## src/rtl/epd_seq_pkg.sv

```systemverilog
package epd_seq_pkg;

    typedef enum logic [3:0] {
        ST_IDLE,
        ST_PWRUP,
        ST_RST_LOW,
        ST_RST_WAIT,
        ST_BUSY_INIT,
        ST_CMD_SWRST,
        ST_BUSY_SWRST,
        ST_CMD_BW,
        ST_DAT_BW,
        ST_CMD_RED,
        ST_DAT_RED,
        ST_CMD_UPD,
        ST_BUSY_UPD,
        ST_CMD_SLEEP,
        ST_DAT_SLEEP,
        ST_FAULT
    } seq_state_e;

    typedef struct packed {
        logic       vld;
        logic       dc;
        logic [7:0] val;
    } tx_word_t;

    localparam logic [7:0] OP_SOFT_RESET = 8'h12;
    localparam logic [7:0] OP_LOAD_BW    = 8'h24;
    localparam logic [7:0] OP_LOAD_RED   = 8'h26;
    localparam logic [7:0] OP_REFRESH    = 8'h20;
    localparam logic [7:0] OP_SLEEP      = 8'h10;
    localparam logic [7:0] ARG_SLEEP     = 8'h01;

    // Converts a duration in microseconds to clock cycles, never less than one.
    function automatic longint unsigned us_to_cycles(longint unsigned hz, longint unsigned us);
        longint unsigned c;
        c = (hz * us) / 64'd1000000;
        return (c == 0) ? 64'd1 : c;
    endfunction

    function automatic logic is_busy_wait(seq_state_e s);
        return (s == ST_BUSY_INIT) || (s == ST_BUSY_SWRST) || (s == ST_BUSY_UPD);
    endfunction

    function automatic logic is_plane(seq_state_e s);
        return (s == ST_DAT_BW) || (s == ST_DAT_RED);
    endfunction

endpackage

```

## src/rtl/seq_delay_timer.sv

```systemverilog
module seq_delay_timer #(
    parameter int W = 8
) (
    input  logic         clk,
    input  logic         rst,
    input  logic         load,
    input  logic [W-1:0] load_val,
    output logic         expired
);
    logic [W-1:0] cnt_q;

    always_ff @(posedge clk) begin
        if (rst) begin
            cnt_q <= '0;
        end else if (load) begin
            cnt_q <= load_val;
        end else if (cnt_q != '0) begin
            cnt_q <= cnt_q - 1'b1;
        end
    end

    assign expired = (cnt_q == '0);
endmodule

```

## src/rtl/seq_busy_watchdog.sv

```systemverilog
module seq_busy_watchdog #(
    parameter int           W        = 8,
    parameter logic [W-1:0] TERMINAL = '1
) (
    input  logic clk,
    input  logic rst,
    input  logic watch,
    input  logic busy,
    output logic timeout
);
    logic [W-1:0] cnt_q;

    always_ff @(posedge clk) begin
        if (rst || !watch) begin
            cnt_q <= '0;
        end else if (busy && cnt_q != TERMINAL) begin
            cnt_q <= cnt_q + 1'b1;
        end
    end

    assign timeout = watch && busy && (cnt_q == TERMINAL);
endmodule

```

## src/rtl/seq_plane_counter.sv

```systemverilog
module seq_plane_counter #(
    parameter int           W    = 8,
    parameter logic [W-1:0] LAST = '1
) (
    input  logic clk,
    input  logic rst,
    input  logic clear,
    input  logic step,
    output logic last
);
    logic [W-1:0] cnt_q;

    always_ff @(posedge clk) begin
        if (rst || clear) begin
            cnt_q <= '0;
        end else if (step) begin
            cnt_q <= cnt_q + 1'b1;
        end
    end

    assign last = (cnt_q == LAST);
endmodule

```

## src/rtl/epd_refresh_seq.sv

```systemverilog
module epd_refresh_seq
    import epd_seq_pkg::*;
#(
    parameter int unsigned CLK_HZ          = 200_000_000,
    parameter int unsigned PWRUP_MS        = 10,
    parameter int unsigned RST_LOW_US      = 200,
    parameter int unsigned RST_WAIT_US     = 200,
    parameter int unsigned BUSY_TIMEOUT_US = 30_000_000,
    parameter int unsigned WIDTH_PX        = 152,
    parameter int unsigned HEIGHT_PX       = 296
) (
    input  logic       clk,
    input  logic       rst,
    input  logic       start,
    input  logic       busy,
    input  logic       tx_ready,
    input  logic       pix_valid,
    input  logic [7:0] pix_data,
    output logic       panel_rst_n,
    output logic       tx_valid,
    output logic       tx_dc,
    output logic [7:0] tx_byte,
    output logic       pix_ready,
    output logic       pix_plane,
    output logic       done,
    output logic       err
);
    localparam longint unsigned PWR_CYC  = us_to_cycles(CLK_HZ, longint'(PWRUP_MS) * 1000);
    localparam longint unsigned LOW_CYC  = us_to_cycles(CLK_HZ, RST_LOW_US);
    localparam longint unsigned WAIT_CYC = us_to_cycles(CLK_HZ, RST_WAIT_US);
    localparam longint unsigned TO_CYC   = us_to_cycles(CLK_HZ, BUSY_TIMEOUT_US);
    localparam longint unsigned TMR_MAX  =
        (PWR_CYC > LOW_CYC) ? ((PWR_CYC > WAIT_CYC) ? PWR_CYC : WAIT_CYC)
                            : ((LOW_CYC > WAIT_CYC) ? LOW_CYC : WAIT_CYC);
    localparam int TMR_W = $clog2(TMR_MAX + 1);
    localparam int WD_W  = $clog2(TO_CYC + 1);
    localparam longint unsigned PLANE_BYTES = longint'(WIDTH_PX / 8) * HEIGHT_PX;
    localparam int PB_W = $clog2(PLANE_BYTES + 1);

    localparam logic [TMR_W-1:0] LD_PWR  = TMR_W'(PWR_CYC - 1);
    localparam logic [TMR_W-1:0] LD_LOW  = TMR_W'(LOW_CYC - 1);
    localparam logic [TMR_W-1:0] LD_WAIT = TMR_W'(WAIT_CYC - 1);
    localparam logic [WD_W-1:0]  WD_TERM = WD_W'(TO_CYC - 1);
    localparam logic [PB_W-1:0]  PB_LAST = PB_W'(PLANE_BYTES - 1);

    seq_state_e       state_q, state_d;
    tx_word_t         word;
    logic             done_q, done_d;
    logic             tmr_load, tmr_expired;
    logic [TMR_W-1:0] tmr_val;
    logic             wd_timeout;
    logic             plane_last, plane_step;

    seq_delay_timer #(.W(TMR_W)) u_timer (
        .clk      (clk),
        .rst      (rst),
        .load     (tmr_load),
        .load_val (tmr_val),
        .expired  (tmr_expired)
    );

    seq_busy_watchdog #(.W(WD_W), .TERMINAL(WD_TERM)) u_watchdog (
        .clk     (clk),
        .rst     (rst),
        .watch   (is_busy_wait(state_q)),
        .busy    (busy),
        .timeout (wd_timeout)
    );

    assign plane_step = is_plane(state_q) && pix_valid && tx_ready;

    seq_plane_counter #(.W(PB_W), .LAST(PB_LAST)) u_plane_cnt (
        .clk   (clk),
        .rst   (rst),
        .clear (!is_plane(state_q)),
        .step  (plane_step),
        .last  (plane_last)
    );

    always_comb begin
        state_d   = state_q;
        tmr_load  = 1'b0;
        tmr_val   = '0;
        word      = '{vld: 1'b0, dc: 1'b0, val: 8'h00};
        pix_ready = 1'b0;
        done_d    = 1'b0;
        unique case (state_q)
            ST_IDLE, ST_FAULT: begin
                if (start) begin
                    state_d  = ST_PWRUP;
                    tmr_load = 1'b1;
                    tmr_val  = LD_PWR;
                end
            end
            ST_PWRUP: begin
                if (tmr_expired) begin
                    state_d  = ST_RST_LOW;
                    tmr_load = 1'b1;
                    tmr_val  = LD_LOW;
                end
            end
            ST_RST_LOW: begin
                if (tmr_expired) begin
                    state_d  = ST_RST_WAIT;
                    tmr_load = 1'b1;
                    tmr_val  = LD_WAIT;
                end
            end
            ST_RST_WAIT: begin
                if (tmr_expired) state_d = ST_BUSY_INIT;
            end
            ST_BUSY_INIT, ST_BUSY_SWRST, ST_BUSY_UPD: begin
                if (!busy) begin
                    unique case (state_q)
                        ST_BUSY_INIT:  state_d = ST_CMD_SWRST;
                        ST_BUSY_SWRST: state_d = ST_CMD_BW;
                        default:       state_d = ST_CMD_SLEEP;
                    endcase
                end else if (wd_timeout) begin
                    state_d = ST_FAULT;
                end
            end
            ST_CMD_SWRST, ST_CMD_BW, ST_CMD_RED, ST_CMD_UPD, ST_CMD_SLEEP: begin
                word.vld = !busy;
                unique case (state_q)
                    ST_CMD_SWRST: word.val = OP_SOFT_RESET;
                    ST_CMD_BW:    word.val = OP_LOAD_BW;
                    ST_CMD_RED:   word.val = OP_LOAD_RED;
                    ST_CMD_UPD:   word.val = OP_REFRESH;
                    default:      word.val = OP_SLEEP;
                endcase
                if (!busy && tx_ready) begin
                    unique case (state_q)
                        ST_CMD_SWRST: state_d = ST_BUSY_SWRST;
                        ST_CMD_BW:    state_d = ST_DAT_BW;
                        ST_CMD_RED:   state_d = ST_DAT_RED;
                        ST_CMD_UPD:   state_d = ST_BUSY_UPD;
                        default:      state_d = ST_DAT_SLEEP;
                    endcase
                end
            end
            ST_DAT_BW, ST_DAT_RED: begin
                word      = '{vld: pix_valid, dc: 1'b1, val: pix_data};
                pix_ready = tx_ready;
                if (plane_step && plane_last) begin
                    state_d = (state_q == ST_DAT_BW) ? ST_CMD_RED : ST_CMD_UPD;
                end
            end
            ST_DAT_SLEEP: begin
                word = '{vld: 1'b1, dc: 1'b1, val: ARG_SLEEP};
                if (tx_ready) begin
                    state_d = ST_IDLE;
                    done_d  = 1'b1;
                end
            end
            default: state_d = ST_IDLE;
        endcase
    end

    always_ff @(posedge clk) begin
        if (rst) begin
            state_q <= ST_IDLE;
            done_q  <= 1'b0;
        end else begin
            state_q <= state_d;
            done_q  <= done_d;
        end
    end

    assign panel_rst_n = (state_q != ST_RST_LOW);
    assign tx_valid    = word.vld;
    assign tx_dc       = word.dc;
    assign tx_byte     = word.val;
    assign pix_plane   = (state_q == ST_DAT_RED);
    assign done        = done_q;
    assign err         = (state_q == ST_FAULT);
endmodule

```

## config.mk

```make
export PLATFORM = sky130hd
export DESIGN_NAME = epd_refresh_seq
export DESIGN_NICKNAME = d
export VERILOG_FILES = /design/src/rtl/epd_seq_pkg.sv /design/src/rtl/seq_delay_timer.sv /design/src/rtl/seq_busy_watchdog.sv /design/src/rtl/seq_plane_counter.sv /design/src/rtl/epd_refresh_seq.sv
export SDC_FILE = /design/constraint.sdc
export NUM_CORES = 1
export LEC_CHECK = 0
export ABC_AREA = 1
export BUFFER_PORTS_ARGS = -buffer_cell sky130_fd_sc_hd__buf_2
export CAP_MARGIN = 15
export CORE_MARGIN = 5
export CORE_UTILIZATION = 32
export CTS_CLUSTER_SIZE = 10
export DETAILED_ROUTE_END_ITERATION = 8
export GPL_TIMING_DRIVEN = 1
export PLACE_DENSITY = 0.56
export SYNTH_ARGS = -nofsm -noshare
export SYNTH_HDL_FRONTEND = slang
export SYNTH_SLANG_ARGS = --single-unit
export TNS_END_PERCENT = 5
```

## constraint.sdc

```tcl
create_clock -name clk -period 2.4 [get_ports clk]
set_input_delay 0.12 -clock clk [delete_from_list [all_inputs] [get_ports clk]]
set_output_delay 0.12 -clock clk [all_outputs]
set_load 0.005 [all_outputs]
```

==> results of run 1 <==
==> cells in the mapped netlist (5+ instances only) <==
master | instances | area, um2
nand2_1 | 231 | 867
nor2_1 | 121 | 454
inv_1 | 73 | 274
dfxtp_1 | 72 | 1440
a21oi_1 | 51 | 255
nand3_1 | 29 | 145
nor3_1 | 23 | 115
xor2_1 | 22 | 193
o21ai_0 | 14 | 70.1
nor2_2 | 12 | 75.1
nand4_1 | 9 | 56.3
xnor2_1 | 9 | 78.8
inv_2 | 8 | 30.0
nand2_2 | 6 | 37.5
nand3b_1 | 5 | 37.5
o21ai_1 | 5 | 25.0
==> metrics by stage <==
stage               utilization, %  cell area, um2
floorplan                        -            4540
global route                  37.3            5180
global placement              35.0            4860
finish                        37.3            5180
CTS                           37.3            5180
detailed placement            35.0            4860
==> kinds of logic after synthesis <==
kind of cell | count (synthesis)
AOI/OAI and AO/OA | 79
xor gates and xnor gates | 31
adders and majority gates | 3
buffers and inverters | 93
DFF | 72
and+or+nand+nor | 455
==> power breakdown <==
part / internal (W) / switching (W) / total [W]
registers: 0.00137 / 0.000178 / 0.00154
clock network: 0.000910 / 0.000516 / 0.00143
logic: 0.000617 / 0.00107 / 0.00169
==> registers in the layout, indices dropped and copies added (netlist names) <==
| signal | cells |
|---|---|
| state_q | 4 |
| u_timer.cnt_q | 21 |
| u_plane_cnt.cnt_q | 13 |
| u_watchdog.cnt_q | 33 |
| done | 1 |
==> worst min-delay path: stages <==
cell and delay (ns):
buf_2 0.13, inv_1 0.11, nor3_1 0.07
==> final cells by class <==
type | instances | area, um2
tap | 180 | 225
clock inverter | 5 | 81.3
multi-input combinational | 568 | 2710
inverter | 81 | 304
sequential | 72 | 1440
clock buffer | 11 | 233
fill | 1543 | 8700
timing repair buffer | 33 | 178
==> layer usage <==
layer	vias up	share of wire [%]	global-route usage, %	wire length, um
met1	1881	51	18.8	5500
met2	74	43	21.2	4660
met5	-	0	0	0
met4	0	1.4	4.14	148
li1	2371	-	-	-
met3	7	4.2	3.67	453
==> worst paths after layout <==
check                            start              endpoint  slack [ns]
hold reg to reg   u_watchdog.cnt_q[27]  u_watchdog.cnt_q[27]        0.48
setup / recovery            state_q[0]     u_timer.cnt_q[13]        0.41
hold / removal                tx_ready                  done        0.13
setup reg to reg            state_q[0]     u_timer.cnt_q[13]        0.41
==> flow_metrics.env, run 1 <==
export IMPL_status="finished, final reports clean"
export IMPL_synth_ff_type="dfxtp_1"
export IMPL_post_drt_wl_per_cell_um=11.3
export IMPL_cts_buffer_depth=2
export IMPL_max_cap_violations=0
export IMPL_yosysWarningCount=0
export IMPL_synth_xor_area_share_pct=5.98
export IMPL_track_usage_pct=13.7
export IMPL_synthSimpleGateAreaFrac_pct=43.7
export IMPL_cp_max_fo=8
export IMPL_grt_pass1_vias=4006
export IMPL_synth_area_mux_share_pct=0
export IMPL_antenna_found_initial=0
export IMPL_whs_path_depth=3
export IMPL_route_detailed_drc=0
export IMPL_numCtsBuffers=9
export IMPL_gp_congestion=0.843
export IMPL_synth_cells=733
export IMPL_setup_ws_ns=0.406
export IMPL_fin_skew_ns=0.00467
export IMPL_synth_edf_count=0
export IMPL_crit_required_ns=2.63
export IMPL_syn_to_final_growth_pct=14.1
export IMPL_crit_buf_inv=2
export IMPL_viasPerCell=4.56
export IMPL_dieArea_um2=16700
export IMPL_synth_top_family_by_area="simple AND/OR/NAND/NOR gates"
export IMPL_syn_area_um2=4540
export IMPL_antenna_left=0
export IMPL_dp_cells=934
export IMPL_hold_viol_final=0
export IMPL_preCtsSetupSlack_ns=0.387
export IMPL_avgSynthCellArea_um2=6.19
export IMPL_dpl_hpwl_um=8190
export IMPL_setup_worst_path_end_class="flip-flop"
export IMPL_path_cells="nand2_1 > inv_1 > nand2_2 > a21oi_2 > nor2_1 > buf_4 > nand2_1 > nor2_1"
export IMPL_layout_worst_path_cycle_share_pct=83.1
export IMPL_clk_pin_slew_ns=0.06
export IMPL_io_buffer_count=28
export IMPL_initial_utilization_pct=32.7
export IMPL_critPathSlowestCell="dfxtp_1"
export IMPL_fmax_mhz=501
export IMPL_root_buffer="clkbuf_16"
export IMPL_p_leak_nw=2.02
export IMPL_synthArstFlopShare_pct=0
export IMPL_rows=43
export IMPL_slowest_delay_ns=0.57
export IMPL_setup_tns_ns=0
export IMPL_cts_resized=0
export IMPL_ys_types=39
export IMPL_synth_compound_area_share_pct=9.26
export IMPL_ys_seq_area_share_pct=31.8
export IMPL_hold_class="primary input to flip-flop"
export IMPL_synth_seq_cells=72
export IMPL_boundaryPins=29
export IMPL_reg2reg_depth=8
export IMPL_drive_above_1_share_pct=11.7
export IMPL_die_w_um=129
export IMPL_synth_fa_ha_area_share_pct=0.827
export IMPL_clock_latency_ns=0.34
export IMPL_n_antenna_cell=0
export IMPL_cts_sinks=72
export IMPL_critical_path_top_delay_family="simple AND/OR/NAND/NOR gates"
export IMPL_final_common_cell="nand2_1"
export IMPL_critPathLaunchType="flip-flop"
export IMPL_grt_remaining_overflow=0
export IMPL_synth_nets=750
export IMPL_final_cell_mix="nand2_1 (231), nor2_1 (121), inv_1 (73)"
export IMPL_grt_max_degree=32
export IMPL_relSlewSlack_pct=63.4
export IMPL_drtPass1Iterations=5
export IMPL_p_total_w=0.00466
export IMPL_wirelength_um=10800
export IMPL_finalSetupViolCount=0
export IMPL_cts_max_level=3
export IMPL_finalMaxSlewViolations=0
export IMPL_grt_pass1_wl_um=18700
export IMPL_die_y_um=129
export IMPL_fin_hold_ws_ns=0.130
export IMPL_core_region_area_um2=13900
export IMPL_layout_nets=782
export IMPL_critPathKind="flip-flop to flip-flop"
export IMPL_cts_hold_buf=0
export IMPL_postCtsSetupBuffers=0
export IMPL_ir_drop_mv=0.478
export IMPL_rsz0062_at_grt="no"
export IMPL_vias=4333
export IMPL_finalCriticalPeriod_ns=1.99
export IMPL_cts_tree="built"
export IMPL_final_cells=950
export IMPL_power_per_cell_area_nw_per_um2=900
export IMPL_worstMarginPinSlew_ns=0.549
export IMPL_critical_path_cell_count=8
export IMPL_cp_arrival_ns=2.22
export IMPL_drt_iter0_drc=229
No activity file was read; power rests on OpenSTA's default activity.
==> run 2: changes to the inputs <==
- PLACE_DENSITY: 0.56 -> 0.58
- clock period: 2.4 -> 1.6 ns (I/O delays scaled with it)
==> run 2 against run 1 <==
Hold slack lost 0.050 ns. Worst setup slack lost 0.39 ns. Clock skew grew 0.0048 ns. Critical endpoint is now u_watchdog.cnt_q[2]. Largest power group unchanged.
==> flow_metrics.env, run 2 (synthesis gave the netlist of run 1 again) <==
export IMPL_status="finished, final reports clean"
export IMPL_post_drt_wl_per_cell_um=12.0
export IMPL_antenna_left=0
export IMPL_route_detailed_drc=0
export IMPL_finalMaxSlewViolations=0
export IMPL_power_per_cell_area_nw_per_um2=1290
export IMPL_fmax_mhz=632
export IMPL_placed_area_um2=5410
export IMPL_crit_required_ns=1.84
export IMPL_relSlewSlack_pct=75.5
export IMPL_cp_max_fo=8
export IMPL_vias=4765
export IMPL_fin_hold_ws_ns=0.0804
export IMPL_grt_remaining_overflow=0
export IMPL_dpl_hpwl_um=8830
export IMPL_syn_to_final_growth_pct=35.3
export IMPL_hp_start="tx_ready"
export IMPL_reg2reg_depth=10
export IMPL_finalCriticalPeriod_ns=1.58
export IMPL_drive_above_1_share_pct=29.2
export IMPL_cts_sinks=72
export IMPL_gp_congestion=0.912
export IMPL_rsz0062_at_grt="yes"
export IMPL_worstReg2RegStart="u_watchdog.cnt_q[12]"
export IMPL_fin_skew_ns=0.00947
export IMPL_cts_tree="built"
export IMPL_whs_path_depth=3
export IMPL_cp_arrival_ns=1.82
export IMPL_regArea_um2=1470
export IMPL_drtPass1Iterations=4
export IMPL_drt_iter0_drc=231
export IMPL_grt_pass1_wl_um=20100
export IMPL_hold_class="primary input to flip-flop"
export IMPL_viasPerCell=4.64
export IMPL_largest_reg_flops=33
export IMPL_finalSetupViolCount=0
export IMPL_setup_worst_path_end_class="flip-flop"
export IMPL_final_cell_mix="nand2_1 (223), nor2_1 (101), buf_4 (74)"
export IMPL_grt_pass1_vias=4326
export IMPL_io_buffer_count=28
export IMPL_worstMarginPinSlew_ns=0.368
export IMPL_root_buffer="clkbuf_16"
export IMPL_critPathLaunchType="flip-flop"
export IMPL_antenna_found_initial=0
export IMPL_post_route_util_pct=44.2
export IMPL_hold_path_end="done"
export IMPL_layout_worst_path_cycle_share_pct=98.9
export IMPL_core_region_area_um2=13900
export IMPL_p_leak_nw=2.44
export IMPL_wirelength_um=12300
export IMPL_clock_latency_ns=0.34
export IMPL_n_antenna_cell=0
export IMPL_track_usage_pct=14.8
export IMPL_cts_max_level=3
export IMPL_reg_top3="u_watchdog.cnt_q x33, u_timer.cnt_q x21, u_plane_cnt.cnt_q x13"
export IMPL_boundaryPins=29
export IMPL_ir_drop_mv=0.996
export IMPL_die_y_um=129
export IMPL_layout_nets=859
export IMPL_numCtsBuffers=9
export IMPL_initial_utilization_pct=32.7
export IMPL_rows=43
export IMPL_max_cap_violations=0
export IMPL_cts_hold_buf=0
export IMPL_reg2reg_to="u_watchdog.cnt_q[2]"
export IMPL_regMostFlops="u_watchdog.cnt_q"
export IMPL_dieArea_um2=16700
export IMPL_grt_max_degree=32
export IMPL_cts_buffer_depth=2
export IMPL_n_fill_cell=1460
export IMPL_stdcell_area_um2=6140
export IMPL_final_common_cell="nand2_1"
export IMPL_hold_viol_final=0
export IMPL_die_w_um=129
export IMPL_clk_pin_slew_ns=0.06
export IMPL_critPathKind="flip-flop to flip-flop"
export IMPL_worst_r2r_setup_slack_ns=0.02
export IMPL_multi_input_area_um2=3000
run 2: per-layer routing:
metal / GRT usage (%) / vias up / share of wire [%]
met5: 0 / - / 0
met3: 3.63 / 14 / 3.4
li1: - / 2535 / -
met4: 4.20 / 0 / 1.7
met2: 23.3 / 73 / 45
met1: 20.4 / 2143 / 50
run 2: power by group:
part | total (W) | switching [W] | leakage [nW] | internal, W
Combinational | 0.00358 | 0.00205 | 1.70 | 0.00153
Sequential | 0.00229 | 0.000233 | 0.591 | 0.00206
Clock | 0.00207 | 0.000820 | 0.149 | 0.00125
Total | 0.00795 | 0.00310 | 2.44 | 0.00485
run 2: how the worst max path moves through the flow:
stage | cells past startpoint | from | to
2_1_floorplan | 11 | u_watchdog.cnt_q[1] | u_watchdog.cnt_q[24]
3_3_place_gp | 11 | u_timer.cnt_q[0] | state_q[0]
3_5_place_dp | 11 | u_timer.cnt_q[0] | state_q[0]
4_1_cts | 11 | u_watchdog.cnt_q[1] | u_watchdog.cnt_q[2]
5_1_grt | 9 | state_q[3] | u_plane_cnt.cnt_q[6]
6_report | 10 | u_watchdog.cnt_q[12] | u_watchdog.cnt_q[2]
run 2: worst max-delay path: stages, from the launching register on:
cell and delay, ns:
dfxtp_2 0.36, nand2_1 0.07, nor2_1 0.18, nand2_1 0.10
nor2_2 0.13, nand3_2 0.12, nand2_4 0.16, buf_12 0.15
nor2_4 0.04, o21ai_2 0.12, nor2_1 0.05
run 2: area by class of cell:
cell class | instances | area share [%]
Tap cell | 180 | 3.67
Inverter | 81 | 5.15
Timing Repair Buffer | 110 | 13.4
Sequential cell | 72 | 23.9
Clock buffer | 10 | 3.89
Multi-Input combinational cell | 568 | 48.9
Clock inverter | 6 | 1.12
run 2: metrics by stage:
| step | instances | TNS [ns] | worst slack, ns | power [W] |
|---|---|---|---|---|
| global route | 1027 | -2.88 | -0.108 | 0.00856 |
| CTS | 1021 | -0.0954 | -0.0479 | 0.00761 |
| detailed placement | 1005 | -3.63 | -0.173 | 0.00538 |
| global placement | 1005 | -2.67 | -0.149 | 0.00537 |
| floorplan | 733 | 0 | 0.00890 | 0.00434 |
| finish | 1027 | 0 | 0.0181 | 0.00795 |
run 2: repair_timing:
| action | CTS | global route |
|---|---|---|
| setup buffers | 0 | 4 |
| pin swaps | 3 | 39 |
| gates cloned | 0 | 2 |
| endpoints found under the setup margin | 64 | 74 |
| resized for setup | 18 | 90 |
==> run 3: changes to the inputs <==
- ABC_AREA: 1 -> unset
- CORE_UTILIZATION: 32 -> 54
- PLACE_DENSITY: 0.58 -> 0.85
==> run 3 against run 2 <==
Cell count fell by 31%. The run now ends with negative setup slack left. Utilization rose by 35 points. Combinational power fell by 20%. Critical path type unchanged.
==> flow_metrics.env, run 3 <==
export IMPL_final_cells=704
export IMPL_post_route_util_pct=79.1
export IMPL_avgSynthCellArea_um2=8.13
export IMPL_final_common_cell="buf_4"
export IMPL_preCtsSetupSlack_ns=-0.418
export IMPL_grt_pass1_vias=4198
export IMPL_cp_arrival_ns=2.33
export IMPL_cts_hold_buf=0
export IMPL_antenna_found_initial=0
export IMPL_placed_area_um2=4920
export IMPL_synth_top_cell_area_share_pct=38.4
export IMPL_drt_iter0_drc=302
export IMPL_boundaryPins=29
export IMPL_setup_worst_path_end_class="flip-flop"
export IMPL_worstMarginPinSlew_ns=0.493
export IMPL_largest_reg_flops=33
export IMPL_dieArea_um2=8720
export IMPL_synth_cells=462
export IMPL_synth_most_common_cell="dfxtp_1"
export IMPL_clk_pin_slew_ns=0.07
export IMPL_finalMaxSlewViolations=0
export IMPL_layout_nets=621
export IMPL_slowest_delay_ns=0.61
export IMPL_wirelength_um=12100
export IMPL_n_antenna_cell=0
export IMPL_layout_worst_path_cycle_share_pct=131
export IMPL_synthArstFlopShare_pct=0
export IMPL_cts_buffer_depth=2
export IMPL_regMostFlops="u_watchdog.cnt_q"
export IMPL_cp_max_fo=4
export IMPL_clock_latency_ns=0.35
export IMPL_vias=4216
export IMPL_synth_edf_count=0
export IMPL_crit_buf_inv=1
export IMPL_critical_path_top_delay_family="simple AND/OR/NAND/NOR gates"
export IMPL_synth_ff_type="dfxtp_1"
export IMPL_cts_tree="built"
export IMPL_route_detailed_drc=0
export IMPL_crit_required_ns=1.83
export IMPL_viasPerCell=5.99
export IMPL_grt_pass1_wl_um=18800
export IMPL_stdcell_area_um2=5380
export IMPL_cts_sinks=72
export IMPL_die_w_um=93.4
export IMPL_post_drt_wl_per_cell_um=17.3
export IMPL_hold_class="primary input to flip-flop"
export IMPL_ys_types=57
export IMPL_max_cap_violations=0
export IMPL_synth_top_cells_by_count="dfxtp_1 (72), nor2_1 (66), nand2_1 (34), xor2_1 (31), nand3_1 (30)"
export IMPL_drive_above_1_share_pct=39.3
export IMPL_rows=30
export IMPL_finalSetupViolCount=61
export IMPL_io_buffer_count=28
export IMPL_gp_congestion=0.877
export IMPL_cts_max_level=3
export IMPL_dp_cells=688
export IMPL_grt_max_degree=34
export IMPL_reg_top3="u_watchdog.cnt_q x33, u_timer.cnt_q x21, u_plane_cnt.cnt_q x13"
export IMPL_p_leak_nw=2.13
export IMPL_path_cells="nand4_4 > or4_4 > o31a_1 > buf_6 > xnor2_1 > nor2_1"
export IMPL_crit_start="u_watchdog.cnt_q[3]"
export IMPL_setup_ws_ns=-0.497
export IMPL_fmax_mhz=477
export IMPL_dpl_hpwl_um=7630
export IMPL_synth_area_leaders="dfxtp_1 (38%), xor2_1 (7.2%), nor2_1 (6.6%)"
export IMPL_status="finished with violations"
export IMPL_hp_start="tx_ready"
export IMPL_initial_utilization_pct=55.3
export IMPL_rsz0062_at_grt="yes"
export IMPL_root_buffer="clkbuf_8"
export IMPL_track_usage_pct=26.5
export IMPL_final_cell_mix="buf_4 (117), nor2_1 (60), dfxtp_1 (51)"
export IMPL_yosysWarningCount=0
export IMPL_critPathKind="flip-flop to flip-flop"
export IMPL_worstReg2RegStart="u_watchdog.cnt_q[3]"
export IMPL_grt_remaining_overflow=0
export IMPL_critPathSlowestCell="or4_4"
export IMPL_die_y_um=93.4
export IMPL_numCtsBuffers=9
export IMPL_synth_seq_cells=72
export IMPL_ys_seq_area_share_pct=38.4
export IMPL_ir_drop_mv=0.617
export IMPL_power_per_cell_area_nw_per_um2=1200
export IMPL_syn_to_final_growth_pct=43.2
export IMPL_critPathLaunchType="flip-flop"
export IMPL_synth_nets=479
export IMPL_setup_tns_ns=-15.58
export IMPL_drtPass1Iterations=5
export IMPL_fin_skew_ns=0.00763
export IMPL_relSlewSlack_pct=67.2
export IMPL_core_region_area_um2=6790
export IMPL_syn_area_um2=3750
export IMPL_yosysTopAreaCell="dfxtp_1"
export IMPL_violations="negative setup slack"
export IMPL_antenna_left=0
export IMPL_finalCriticalPeriod_ns=2.10
export IMPL_hold_viol_final=0
-- run 3: cell count changes after synthesis, sizes merged, moves of 6 or more --
| cell | delta |
|---|---|
| nand2 | -206 |
| clkbuf | +13 |
| a21oi | -24 |
| and2 | +9 |
| nor2 | -70 |
| xor2 | +9 |
| nor3 | -12 |
| and3 | +6 |
| xnor2 | +13 |
| nor4 | +10 |
| or3 | +9 |
| inv | -69 |
-- run 3: per-layer routing --
metal  GRT usage (%)  share of wire, %  wire, um  up-vias
met3            5.87               6.6       797       69
li1                -                 -         -     1916
met2            47.5                51      6220      221
met4            13.9               4.9       594        0
met5               0                 0         0        -
met1            28.9                37      4530     2010
-- run 3: cells by family (layout without fill, tap and decap cells) --
group | after synthesis | count (layout) | share of synthesized area, %
compound gates | 65 | 65 | 10.5
xor+xnor | 53 | 53 | 12.4
fa+ha+maj | 3 | 3 | 1.00
buf+inv | 34 | 180 | 3.90
flops | 72 | 72 | 38.4
mux | 4 | 4 | 1.07
simple gates | 231 | 231 | 32.8
-- run 3: power by group --
group	internal (W)	total [W]	switching [W]
registers	0.00203	0.00225	0.000225
clock network	0.000644	0.00130	0.000652
logic	0.00141	0.00288	0.00147
total	0.00408	0.00643	0.00235
-- run 3: worst reg2reg max path, cell delays in order (launching register included) --
cell	delay [ns]
dfxtp_2	0.36
nand4_4	0.13
or4_4	0.61
o31a_1	0.35
buf_6	0.14
xnor2_1	0.13
nor2_1	0.26
-- run 3: cell type report --
class	instances	area, um2
Clock buffer	15	166
Fill cell	374	1420
Inverter	12	45.0
Multi-Input combinational cell	356	2440
Sequential cell	72	1480
Tap cell	96	120
Timing Repair Buffer	153	1120
-- run 3: repair_timing --
item	4_1_cts	5_1_grt
setup buffers	0	1
gates cloned	0	0
setup endpoints to repair	77	71
pin swaps	13	14
gates resized for setup	43	31
-- run 3: metrics by stage --
step                total power (W)  hold slack (ns)
global placement            0.00446            0.387
detailed placement          0.00461            0.383
global route                0.00674           0.0359
CTS                         0.00611           0.0277
floorplan                   0.00352            0.245
finish                      0.00643           0.0273
-- run 3: path summary, 6_finish.rpt --
check | cells past startpoint | slack [ns] | to
setup / recovery | 6 | -0.50 | u_watchdog.cnt_q[0]
setup reg to reg | 6 | -0.50 | u_watchdog.cnt_q[0]
hold reg to reg | 2 | 0.49 | u_plane_cnt.cnt_q[7]
hold / removal | 2 | 0.03 | done
